**src/rtl/dtg_pkg.sv**
```systemverilog
package dtg_pkg;
  typedef enum logic {
    SIDE_LO = 1'b0,
    SIDE_HI = 1'b1
  } side_e;

  localparam int unsigned NUM_SIDES = 2;
endpackage

```
**src/rtl/dtg_shadow_regs.sv**
```systemverilog
module dtg_shadow_regs
  import dtg_pkg::*;
#(
  parameter int unsigned CNT_W = 8
) (
  input  logic             clk_i,
  input  logic             rst_ni,
  input  logic             we_i,
  input  side_e            sel_i,
  input  logic [CNT_W-1:0] wdata_i,
  input  logic             update_i,
  output logic [CNT_W-1:0] dt_lo_o,
  output logic [CNT_W-1:0] dt_hi_o
);

  logic [NUM_SIDES-1:0][CNT_W-1:0] act_all;

  for (genvar s = 0; s < NUM_SIDES; s++) begin : g_side
    logic [CNT_W-1:0] hold_q;
    logic [CNT_W-1:0] act_q;
    logic             pend_q;
    logic             wr_hit;

    assign wr_hit = we_i && (sel_i == side_e'(s));

    always_ff @(posedge clk_i or negedge rst_ni) begin
      if (!rst_ni) begin
        hold_q <= '0;
        act_q  <= '0;
        pend_q <= 1'b0;
      end else begin
        // commit uses pre-write contents; a same-cycle write stays pending
        if (update_i && pend_q) act_q <= hold_q;
        if (wr_hit) begin
          hold_q <= wdata_i;
          pend_q <= 1'b1;
        end else if (update_i) begin
          pend_q <= 1'b0;
        end
      end
    end

    assign act_all[s] = act_q;
  end

  assign dt_lo_o = act_all[SIDE_LO];
  assign dt_hi_o = act_all[SIDE_HI];

endmodule

```
**src/rtl/dtg_edge.sv**
```systemverilog
module dtg_edge (
  input  logic clk_i,
  input  logic rst_ni,
  input  logic en_i,
  input  logic d_i,
  output logic hist_o,
  output logic chg_o,
  output logic rise_o
);

  logic hist_q;

  always_ff @(posedge clk_i or negedge rst_ni) begin
    if (!rst_ni)   hist_q <= 1'b0;
    else if (en_i) hist_q <= d_i;
  end

  assign hist_o = hist_q;
  assign chg_o  = d_i ^ hist_q;
  assign rise_o = d_i & ~hist_q;

endmodule

```
**src/rtl/dtg_channel.sv**
```systemverilog
module dtg_channel #(
  parameter int unsigned CNT_W = 8
) (
  input  logic             clk_i,
  input  logic             rst_ni,
  input  logic             en_i,
  input  logic             wg_i,
  input  logic [CNT_W-1:0] dt_lo_i,
  input  logic [CNT_W-1:0] dt_hi_i,
  output logic             hs_o,
  output logic             ls_o
);

  logic             level;
  logic             chg;
  logic             rise;
  logic             armed_q;
  logic [CNT_W-1:0] cnt_q;
  logic             live;

  dtg_edge u_edge (
    .clk_i  (clk_i),
    .rst_ni (rst_ni),
    .en_i   (en_i),
    .d_i    (wg_i),
    .hist_o (level),
    .chg_o  (chg),
    .rise_o (rise)
  );

  always_ff @(posedge clk_i or negedge rst_ni) begin
    if (!rst_ni) begin
      armed_q <= 1'b0;
      cnt_q   <= '0;
    end else if (en_i) begin
      armed_q <= 1'b1;
      if (chg)               cnt_q <= rise ? dt_lo_i : dt_hi_i;
      else if (cnt_q != '0)  cnt_q <= cnt_q - CNT_W'(1);
    end
  end

  // armed_q keeps both sides off between reset and the first enabled cycle
  assign live = armed_q && (cnt_q == '0);
  assign hs_o = live &  level;
  assign ls_o = live & ~level;

endmodule

```
**src/rtl/dead_time_gen.sv**
```systemverilog
module dead_time_gen
  import dtg_pkg::*;
#(
  parameter int unsigned NUM_CH = 4,
  parameter int unsigned CNT_W  = 8
) (
  input  logic              clk_i,
  input  logic              rst_ni,
  input  logic              clk_en_i,
  input  logic [NUM_CH-1:0] wg_i,
  input  logic              cfg_we_i,
  input  logic              cfg_sel_i,
  input  logic [CNT_W-1:0]  cfg_wdata_i,
  input  logic              update_i,
  output logic [NUM_CH-1:0] hs_o,
  output logic [NUM_CH-1:0] ls_o
);

  logic [CNT_W-1:0] dt_lo_act;
  logic [CNT_W-1:0] dt_hi_act;

  dtg_shadow_regs #(.CNT_W(CNT_W)) u_regs (
    .clk_i    (clk_i),
    .rst_ni   (rst_ni),
    .we_i     (cfg_we_i),
    .sel_i    (side_e'(cfg_sel_i)),
    .wdata_i  (cfg_wdata_i),
    .update_i (update_i),
    .dt_lo_o  (dt_lo_act),
    .dt_hi_o  (dt_hi_act)
  );

  for (genvar c = 0; c < NUM_CH; c++) begin : g_ch
    dtg_channel #(.CNT_W(CNT_W)) u_ch (
      .clk_i   (clk_i),
      .rst_ni  (rst_ni),
      .en_i    (clk_en_i),
      .wg_i    (wg_i[c]),
      .dt_lo_i (dt_lo_act),
      .dt_hi_i (dt_hi_act),
      .hs_o    (hs_o[c]),
      .ls_o    (ls_o[c])
    );
  end

endmodule

```
**config.mk**
```make
export PLATFORM = sky130hd
export DESIGN_NAME = dead_time_gen
export DESIGN_NICKNAME = d
export VERILOG_FILES = /design/src/rtl/dtg_pkg.sv /design/src/rtl/dtg_shadow_regs.sv /design/src/rtl/dtg_edge.sv /design/src/rtl/dtg_channel.sv /design/src/rtl/dead_time_gen.sv
export SDC_FILE = /design/constraint.sdc
export NUM_CORES = 1
export LEC_CHECK = 0
export BUFFER_PORTS_ARGS = -buffer_cell sky130_fd_sc_hd__buf_2
export CORE_UTILIZATION = 53
export CTS_CLUSTER_DIAMETER = 120
export CTS_CLUSTER_SIZE = 28
export DETAILED_ROUTE_END_ITERATION = 6
export PLACE_DENSITY = 0.68
export SLEW_MARGIN = 0
export SYNTH_ARGS = -nofsm -noshare
export SYNTH_HDL_FRONTEND = slang
export SYNTH_SLANG_ARGS = --single-unit
```
**constraint.sdc**
```tcl
create_clock -name clk_i -period 2.29 [get_ports clk_i]
set_clock_uncertainty 0.1 [all_clocks]
set_input_delay 0 -clock clk_i [delete_from_list [all_inputs] [get_ports clk_i]]
set_output_delay 0 -clock clk_i [all_outputs]
set_load 0.1 [all_outputs]
```
=== After elaboration in Yosys (flattened, before gate mapping) ===
Cells that the tools add are included.

* Bits of input ports: 18
* Logic and storage cells: 81
* Register bits: 71
* Output and inout bits: 8

* Muxes and demuxes: 15
* Bitwise logic cells: 21
* Add/sub/neg operators: 4
* Reductions and logical operators: 26

{| class="wikitable"
|+ Operator list
! operator !! count
|-
| 2-to-1 mux 8 bit || 12
|-
| logical NOT 8 bit || 4
|-
| nonzero test 8 bit || 4
|-
| subtractor 8 x 1 -> 8 bit (second input constant) || 4
|-
| AND 1 bit || 12
|-
| nonzero test 2 bit || 6
|-
| logical AND 1 bit || 8
|-
| AND reduction 2 bit || 4
|-
| NOT 1 bit || 5
|-
| XOR 1 bit || 4
|-
| 2-to-1 mux 1 bit || 3
|}

=== Depth between registers and ports, before layout ===
Gate-level depths: netlist (run 1).

* Depth in word-level cells: 4
* Gate-level depth with buffers: 7
* Depth with buffers taken out: 6

=== By module ===
Synthesis (run 1) repeated with hierarchy kept, for this count alone.

* Cells, all modules: 395
* Area total of the unflattened synthesis: 4,448.0 µm²

{| class="wikitable"
|+ Modules (own cells, without submodules)
! module !! area each (µm²) !! cells each !! times used !! sequential area each (µm²)
|-
| dtg_channel || 725.7 || 75 || 4 || 225.2
|-
| dtg_shadow_regs || 1,305.0 || 75 || 1 || 850.8
|-
| dtg_edge || 60.1 || 5 || 4 || 25.0
|}

=== Least setup slack after synthesis (run 1) ===
OpenSTA, ideal clock, no wires.

* Path type: reg-to-reg
* Start point: reg g_ch[3].u_ch.cnt_q[0]
* End point: reg g_ch[3].u_ch.cnt_q[1]
* Library setup time: 0.073 ns
* Data required time: 2.117 ns
* Period minus slack after synthesis: 1.949 ns
* Arrival time: 1.776 ns
* Setup slack: 0.341 ns
* Cell stages (with the launch flop): 7
* Buffers on the path: 0
* Cell sequence: dfrtp_1 inv_1 ha_1 or4b_4 o41a_1 a22o_1 a2bb2oi_2

* Cells in the longest elaborated chain, start to end: 3
* Elaborated cells on any way between the ends: 6
* Those cells by class: 1 x add/sub; 2 x mux; 3 x reduce/logical

{| class="wikitable"
|+ Ends and longest elaborated chain
! what !! line !! source
|-
| start: declaration || dtg_channel.sv:18 || <nowiki>logic [CNT_W-1:0] cnt_q;</nowiki>
|-
| start signal: assignment || dtg_channel.sv:37 || <nowiki>if (chg) cnt_q <= rise ? dt_lo_i : dt_hi_i;</nowiki>
|-
| start signal: assignment || dtg_channel.sv:38 || <nowiki>else if (cnt_q != '0) cnt_q <= cnt_q - CNT_W'(1);</nowiki>
|-
| subtractor 8 x 1 -> 8 bit / nonzero test 8 bit (equally long branches) || dtg_channel.sv:38 ||
|-
| 2-to-1 mux 8 bit / nonzero test 2 bit (equally long branches) || -- ||
|-
| 2-to-1 mux 8 bit / AND reduction 2 bit (equally long branches) || -- ||
|}

Several ways; a longest one is shown, not always the timed one. The select of a mux whose other input is x is not followed.
A chain may end at the register's enable or synchronous reset.

=== Worst setup path in the final report (run 1) ===
* Start point: reg g_ch[3].u_ch.cnt_q[0]
* End point: out hs_o[3]

* Cells in the longest elaborated chain, start to end: 3

{| class="wikitable"
|+ Ends and longest elaborated chain
! what !! line !! source
|-
| logical NOT 8 bit || dtg_channel.sv:43 || <nowiki>assign live = armed_q && (cnt_q == '0);</nowiki>
|-
| logical AND 1 bit || dtg_channel.sv:43 ||
|-
| AND 1 bit || dtg_channel.sv:44 || <nowiki>assign hs_o = live & level;</nowiki>
|-
| end: declaration || dead_time_gen.sv:15 || <nowiki>output logic [NUM_CH-1:0] hs_o,</nowiki>
|}

Every way passes these cells.

==> flow_summary.ini, run 1 <==
[clock_network]
cts_root_buffer = clkbuf_8
clk_path_buf_depth = 2
cts_tree = yes
cts_buffers = 9
h-tree-depth = 3
insertion_delay_ns = 0.37
cts.sinks = 71
path_clk_slew_ns = 0.08

[die]
die_h_um = 89.3
rows = 31
dieArea_mm2 = 0.00798
die_x_um = 89.3
core_mm2 = 0.00733
pin_count = 26
start_util_pct = 55.1

[logic_synthesis]
yosys.area.top_type = dfrtp_1
syn-num-nets = 427
ys_warn_count = 0
synth-edff-count = 0
syn_area_mm2 = 0.00404
synth_cell_types = 51
synth-main-ff-cell = dfrtp_1
async_reset_ff_share_pct = 100
synth_common_cells = dfrtp_1 (71), mux2_2 (38), mux2i_1 (32), nand2_1 (25)
yosysSeqAreaShare_pct = 44.0
synth_seq_cells = 71
postSynthCellCount = 397
synth_most_common_cell = dfrtp_1
syn_avg_cell_area_um2 = 10.2
synth_top_area_share_pct = 44.0
synth_area_leaders = dfrtp_1 (44%), mux2_2 (11%), mux2i_1 (7.9%)

[detailed_routing]
first_pass_iters = 4
via_per_inst = 6.00
num_vias = 3256
wl_um = 9390
routedWlPerCell_um = 17.3
drt_iter0_markers = 205
antenna_left = 0
drc_errors = 0

[final_layout]
final_util_pct = 64.7
drive_gt1_share_pct = 23.9
final_nets = 469
insertedDiodeCount = 0
finish.instance_area_mm2 = 0.00474
synthToLayoutAreaGrowth_pct = 17.4

[global_route]
grt_pass1_vias = 3134
grt_pass1_wl_um = 15300
antenna_found_initial = 0
grt_use_met1_pct = 34.7
grt_usage_pct = 26.0
use_met3_pct = 5.08
grt_max_degree = 53
top_usage_layer = met2
overflow = 0
met2_usage_pct = 42.2

[setup_path]
rr_endpoint = g_ch[3].u_ch.cnt_q[3]
worst-r2r-setup-slack_ns = 0.23
rr_worst_depth = 7
crit_arrival_ns = 2.13
path_buf_inv = 2
cp-end-kind = output port
crit_family = simple AND/OR/NAND/NOR gates
worstPathRequired_ns = 2.19
r2r-start = g_ch[3].u_ch.cnt_q[0]
max_stage_delay_ns = 0.46
cp_slowest_cell = or4b_4
path_class = reg -> out
path_cells = inv_2, ha_1, or4b_4, and2b_2, and3_4, buf_12
critPathMaxFanout = 4
worstSetupStartpointType = register

[power]
pwr-share-seq_pct = 44.5
p_int_mw = 2.95
ir_drop_uv = 530
p_leak_nw = 2.09
swShare_pct = 38.5
power_frac_clock_pct = 22.0
comb_power_share_pct = 33.5
p_switching_mw = 1.85
powerDensity_mw_per_mm2 = 1010

[timing]
rsz0062_at_grt = no
tns_ns = 0
worst_pin_slew_ns = 0.637
slew_violations = 0
hold_violations = 0
finalCritPeriodShare_pct = 97.4
setup_violations = 0
fmax_mhz = 448
worst_hold_slack_ns = 0.0270
fin_crit_ns = 2.23
relSlewSlack_pct = 57.0

[hold_path]
hold_class = in -> async

[status]
status = complete, no violations

[place]
portBuffers = 25
hpwl_um = 6370
place_congestion = 0.892
dpl_cell_area_mm2 = 0.00431

[flow_run]
cap_viol_max_count = 0
[worst max-delay path by stage]
stage	cells after the start	endpoint	from
after global routing	6	hs_o[3]	g_ch[3].u_ch.cnt_q[0]
after CTS	6	ls_o[3]	g_ch[3].u_ch.cnt_q[0]
final	6	hs_o[3]	g_ch[3].u_ch.cnt_q[0]
after global placement	6	g_ch[3].u_ch.cnt_q[1]	g_ch[3].u_ch.cnt_q[0]
after floorplan	6	g_ch[3].u_ch.cnt_q[1]	g_ch[3].u_ch.cnt_q[0]
after detailed placement	6	g_ch[3].u_ch.cnt_q[1]	g_ch[3].u_ch.cnt_q[0]
[per-stage QoR]
step	worst slack [ns]	total power, mW	instances
after CTS	0.00384	4.77	539
final	0.0587	4.80	543
after detailed placement	0.238	3.67	506
after floorplan	0.341	3.18	397
after global placement	0.279	3.63	506
after global routing	0.000318	5.12	543
[logic make-up (layout without fill, tap and decap cells)]
group | count (synthesis) | count (layout) | share of synthesized area, %
adders and majority gates | 12 | 12 | 3.72
AOI/OAI and AO/OA | 96 | 96 | 15.5
DFF | 71 | 71 | 44.0
and+or+nand+nor | 103 | 103 | 13.3
muxes | 70 | 70 | 18.5
buffers and inverters | 45 | 92 | 4.92
[worst register-to-register path: stages (launching register included)]
cell and delay [ns]:
dfrtp_1 0.41, inv_2 0.09, ha_1 0.14, or4b_4 0.46
and2b_2 0.28, buf_4 0.12, o41ai_1 0.06, a221o_1 0.29
[cells in the final DEF (no fill, tap or decap), drive strengths merged, types with 17 or more instances in the layout]
cell / netlist / layout
nand2: 25 / 25
a21oi: 22 / 22
inv: 21 / 23
buf: 9 / 36
dfrtp: 71 / 71
dlygate4sd3: 0 / 17
o21ai: 22 / 22
mux2i: 32 / 32
nor2: 20 / 20
mux2: 38 / 38
[layout make-up]
class | instances | area [um^2]
fill | 611 | 2590
multi-input combinational | 281 | 2090
sequential | 71 | 1780
timing repair buffer | 54 | 460
clock buffer | 9 | 124
tap | 99 | 124
inverter | 22 | 82.6
clock inverter | 7 | 81.3
[state kept, by name, summed over array words and instances (netlist names)]
signal,flops
g_ch.u_ch.u_edge.hist_o,4
u_regs.dt_hi_o,8
g_ch.u_ch.armed_q,1
u_regs.g_side.pend_q,2
u_regs.dt_lo_o,8
u_regs.g_side.hold_q,16
g_ch.u_ch.cnt_q,32
[power by group through the flow]
| stage | sequential [mW] | clock (mW) | combinational (mW) |
|---|---|---|---|
| 3_3_place_gp | 2.13 | 0 | 1.51 |
| 3_5_place_dp | 2.13 | 0 | 1.54 |
| 4_1_cts | 2.11 | 1.08 | 1.57 |
| 5_1_grt | 2.19 | 1.13 | 1.80 |
| 2_1_floorplan | 1.97 | 0 | 1.22 |
| 6_report | 2.13 | 1.06 | 1.61 |
[layer usage]
layer | routed length, um | share of wire (%) | up-vias
met2 | 4520 | 48 | 97
met5 | 0 | 0 | -
met4 | 146 | 1.6 | 0
met1 | 4340 | 46 | 1600
li1 | - | - | 1545
met3 | 389 | 4.1 | 14
[repair_timing]
action | in CTS | in global routing
hold endpoints to repair | 94 | 0
endpoints found under the setup margin | 2 | 5
buffers inserted | 0 | 4
hold buffers | 17 | 0
pin swaps | 0 | 1
resized for setup | 1 | 9
Power figures use the tool's default switching activity.
==> inputs of run 2 (changes only) <==
CORE_UTILIZATION = 55   (was 53)
PLACE_DENSITY = 0.7   (was 0.68)
==> run 2 against run 1 <==
- maximum frequency rose by 0.49%
- worst setup slack improved by 0.011 ns
- non-clock buffer count rose by 4
- die area fell by 3.6%
- combinational power barely moved
- design area fell by 0.34%
==> flow_summary.ini, run 2 (same netlist as run 1, synthesis figures left out) <==
[status]
status = complete, no violations

[timing]
fmax_mhz = 450
hold_violations = 0
rsz0062_at_grt = yes
tns_ns = 0
setup_violations = 0
fin_crit_ns = 2.22
worst_pin_slew_ns = 0.753
finalCritPeriodShare_pct = 97.0
worst_hold_slack_ns = 0.0478
slew_violations = 0
relSlewSlack_pct = 49.7

[power]
powerDensity_mw_per_mm2 = 996
pwr-share-seq_pct = 45.0
p_switching_mw = 1.83
ir_drop_uv = 638
power_frac_clock_pct = 20.7
total_power_mw = 4.71
comb_power_share_pct = 34.4
p_int_mw = 2.88
p_leak_nw = 2.11
swShare_pct = 38.8

[die]
pin_count = 26
rows = 30
die_h_um = 87.7
die_x_um = 87.7
dieArea_mm2 = 0.00769
start_util_pct = 58.2
core_mm2 = 0.00694

[final_layout]
layout_common_cells = dfrtp_1 (71), mux2_2 (38), mux2i_1 (32), nand2_1 (25)
top_register = g_ch.u_ch.cnt_q
largest_register_ffs = 32
insertedDiodeCount = 0
final_common_cell = dfrtp_1
synthToLayoutAreaGrowth_pct = 17.0
largest_registers = g_ch.u_ch.cnt_q: 32 flops, u_regs.g_side.hold_q: 16 flops
drive_gt1_share_pct = 23.7
final_nets = 473

[clock_network]
insertion_delay_ns = 0.36
cts_buffers = 9
h-tree-depth = 3
cts_root_buffer = clkbuf_8
path_clk_slew_ns = 0.08
cts.sinks = 71
cts_tree = yes
clk_path_buf_depth = 2

[detailed_routing]
wl_um = 9000
antenna_left = 0
first_pass_iters = 4
routedWlPerCell_um = 16.5
via_per_inst = 6.02
num_vias = 3274
drt_iter0_markers = 180
drc_errors = 0

[flow_run]
cap_viol_max_count = 0

[global_route]
grt_usage_pct = 25.9
grt_max_degree = 25
grt_pass1_vias = 3112
overflow = 0
antenna_found_initial = 0
grt_pass1_wl_um = 15000

[setup_path]
critPathMaxFanout = 4
crit_arrival_ns = 2.12
path_class = reg -> out
worstPathRequired_ns = 2.19
cp-end-kind = output port
worstSetupStartpointType = register

[place]
place_congestion = 0.863
hpwl_um = 6360
portBuffers = 25

[hold_path]
hold_class = in -> reg
==> run 2: final timing paths <==
kind	from	to	slack (ns)	cells past startpoint
max	g_ch[3].u_ch.cnt_q[1]	ls_o[3]	0.07	6
min	cfg_we_i	u_regs.g_side[1].pend_q	0.05	3
max reg2reg	g_ch[1].u_ch.cnt_q[0]	g_ch[1].u_ch.cnt_q[1]	0.21	8
min reg2reg	u_regs.g_side[0].pend_q	u_regs.g_side[0].pend_q	0.39	1
max in group asynchronous	rst_ni	u_regs.g_side[1].hold_q[6]	1.41	3
min in group asynchronous	rst_ni	g_ch[0].u_ch.u_edge.hist_o	0.07	2
==> run 2: per-stage QoR <==
stage                     utilization, %  cell area, um^2  worst slack (ns)  cells
after floorplan                        -             4040             0.341    397
after global placement              62.3             4330             0.294    506
after detailed placement            62.3             4330             0.247    506
after CTS                           67.4             4680           0.00885    538
after global routing                68.1             4730           -0.0343    544
final                               68.1             4730            0.0695    544
==> run 2: metal layers <==
metal	track usage, %	part of all wire, %	vias to the layer above	wire length (um)
met5	0	0	-	0
met4	10.3	2.2	0	198
met3	5.09	4.1	21	371
met2	43.1	50	91	4460
met1	33.3	44	1607	3970
li1	-	-	1555	-
==> run 2: layout make-up <==
class	instances	area, um^2
clock inverter	6	52.6
sequential	71	1780
fill	564	2220
clock buffer	10	138
multi-input combinational	281	2070
inverter	22	82.6
tap	96	120
timing repair buffer	58	485
==> run 2: power by group through the flow <==
stage | Clock (mW) | Sequential [mW] | Combinational (mW)
6_report | 0.973 | 2.12 | 1.62
3_3_place_gp | 0 | 2.11 | 1.51
4_1_cts | 1.01 | 2.11 | 1.59
2_1_floorplan | 0 | 1.97 | 1.22
3_5_place_dp | 0 | 2.13 | 1.56
5_1_grt | 1.04 | 2.18 | 1.80
==> run 2: repair_timing <==
action	4_1_cts	5_1_grt
endpoints found under the setup margin	2	4
endpoints found under the hold margin	67	0
gates resized for setup	1	2
cloned	0	0
hold buffers	16	0
pin swaps	0	1
setup buffers	0	6
==> run 2: critical path, stage by stage, from the launching register on <==
cell and delay, ns:
dfrtp_1 0.42, inv_1 0.09, ha_1 0.13, or4b_4 0.46, and2b_2 0.26, and3_1 0.21, buf_12 0.18
==> inputs of run 3 (changes only) <==
CORE_MARGIN = 4   (was not set)
==> run 3 against run 2 <==
- combinational power about the same
- worst setup slack got worse by 0.0046 ns
- non-clock buffer count decreased by 8
- critical endpoint is now hs_o[3]
- largest power group unchanged
- highest routed layer unchanged
==> flow_summary.ini, run 3 (same netlist as run 1, synthesis figures left out) <==
[global_route]
grt_usage_pct = 22.5
grt_max_degree = 49
antenna_found_initial = 0
grt_pass1_vias = 3103
grt_pass1_wl_um = 15300
overflow = 0

[setup_path]
worstSetupPathDepth = 6
crit_family = simple AND/OR/NAND/NOR gates
rr_worst_depth = 6
path_cells = inv_2, ha_1, or4b_4, and2b_2, and3_1, buf_12
worst-r2r-setup-slack_ns = 0.22
critPathMaxFanout = 4
worstPathRequired_ns = 2.19
cp-end-kind = output port
path_class = reg -> out
rr_endpoint = g_ch[3].u_ch.cnt_q[1]
crit_arrival_ns = 2.13
cp_slowest_cell = or4b_4
path_buf_inv = 2
worstSetupStartpointType = register
max_stage_delay_ns = 0.47
r2r-start = g_ch[3].u_ch.cnt_q[0]

[timing]
worst_pin_slew_ns = 0.599
hold_violations = 0
tns_ns = 0
rsz0062_at_grt = no
relSlewSlack_pct = 59.6
slew_violations = 0
fmax_mhz = 449
fin_crit_ns = 2.23
setup_violations = 0
finalCritPeriodShare_pct = 97.2

[final_layout]
layout_common_cells = dfrtp_1 (70), mux2_2 (38), mux2i_1 (32), nand2_1 (25)
top_register = g_ch.u_ch.cnt_q
insertedDiodeCount = 0
largest_register_ffs = 32
final_nets = 465
final_common_cell = dfrtp_1
synthToLayoutAreaGrowth_pct = 15.7
largest_registers = g_ch.u_ch.cnt_q: 32 flops, u_regs.g_side.hold_q: 16 flops
drive_gt1_share_pct = 23.0

[place]
portBuffers = 25
place_congestion = 0.924
hpwl_um = 6540

[detailed_routing]
num_vias = 3197
antenna_left = 0
wl_um = 9300
routedWlPerCell_um = 17.4
drc_errors = 0
drt_iter0_markers = 215
first_pass_iters = 4
via_per_inst = 5.98

[hold_path]
worstHoldPathCells = 3
hold_class = in -> reg
hold_start = clk_en_i
holdPathEnd = g_ch[2].u_ch.u_edge.hist_o

[die]
start_util_pct = 57.9
core_mm2 = 0.00698
dieArea_mm2 = 0.00878
rows = 30
pin_count = 26
die_h_um = 93.7
die_x_um = 93.7

[power]
p_leak_nw = 2.07
powerDensity_mw_per_mm2 = 1010
total_power_mw = 4.73
ir_drop_uv = 691

[clock_network]
cts.sinks = 71
path_clk_slew_ns = 0.07
insertion_delay_ns = 0.35
cts_root_buffer = clkbuf_8
h-tree-depth = 3
clk_path_buf_depth = 2
cts_tree = yes
cts_buffers = 9

[flow_run]
cap_viol_max_count = 0

[status]
status = complete, no violations
run 3: how the worst max path moves through the flow:
stage                          start                    end  slack [ns]
2_1_floorplan  g_ch[3].u_ch.cnt_q[0]  g_ch[3].u_ch.cnt_q[1]        0.34
5_1_grt        g_ch[3].u_ch.cnt_q[0]                hs_o[3]       0.003
3_5_place_dp   g_ch[3].u_ch.cnt_q[0]  g_ch[3].u_ch.cnt_q[1]        0.22
4_1_cts        g_ch[3].u_ch.cnt_q[0]                ls_o[3]        0.02
3_3_place_gp   g_ch[3].u_ch.cnt_q[0]  g_ch[3].u_ch.cnt_q[1]        0.29
6_report       g_ch[3].u_ch.cnt_q[0]                hs_o[3]        0.06
run 3: where the power goes:
group          internal [mW]  switching (mW)
logic                  0.784           0.819
clock network          0.528           0.468
registers               1.65           0.487
run 3: stage by stage:
stage | area [um^2] | instances | hold slack (ns) | setup WS [ns] | utilization [%]
3_3_place_gp | 4300 | 502 | -0.0646 | 0.292 | 61.5
3_5_place_dp | 4300 | 502 | -0.0555 | 0.217 | 61.5
2_1_floorplan | 4040 | 397 | -0.396 | 0.341 | -
4_1_cts | 4630 | 531 | 0.0221 | 0.0164 | 66.3
6_report | 4680 | 535 | 0.0327 | 0.0649 | 67.0
5_1_grt | 4680 | 535 | 0.0495 | 0.00278 | 67.0
run 3: routing by layer:
metal | wire [um] | vias up | global-route usage (%)
met1 | 4120 | 1555 | 29.4
li1 | - | 1538 | -
met2 | 4590 | 92 | 37.7
met5 | 0 | - | 0
met3 | 452 | 12 | 4.33
met4 | 134 | 0 | 6.86
run 3: worst reg2reg max path, cell delays in order, from the launching register on:
cell and delay, ns:
dfrtp_1 0.41, inv_2 0.09, ha_1 0.15, or4b_4 0.47, o41a_1 0.38, a22o_1 0.26, a2bb2oi_2 0.14
run 3: area by class of cell:
class	count	area, um^2
inverter	22	82.6
sequential	71	1780
timing repair buffer	50	420
tap	96	120
multi-input combinational	281	2090
clock buffer	12	145
fill	572	2300
clock inverter	3	43.8
run 3: repair_timing:
item                       4_1_cts  5_1_grt
setup endpoints to repair        3        4
hold endpoints to repair        45        0
buffers inserted                 0        4
hold buffers                    14        0
pin swaps                        0        1
resized for setup                2        5
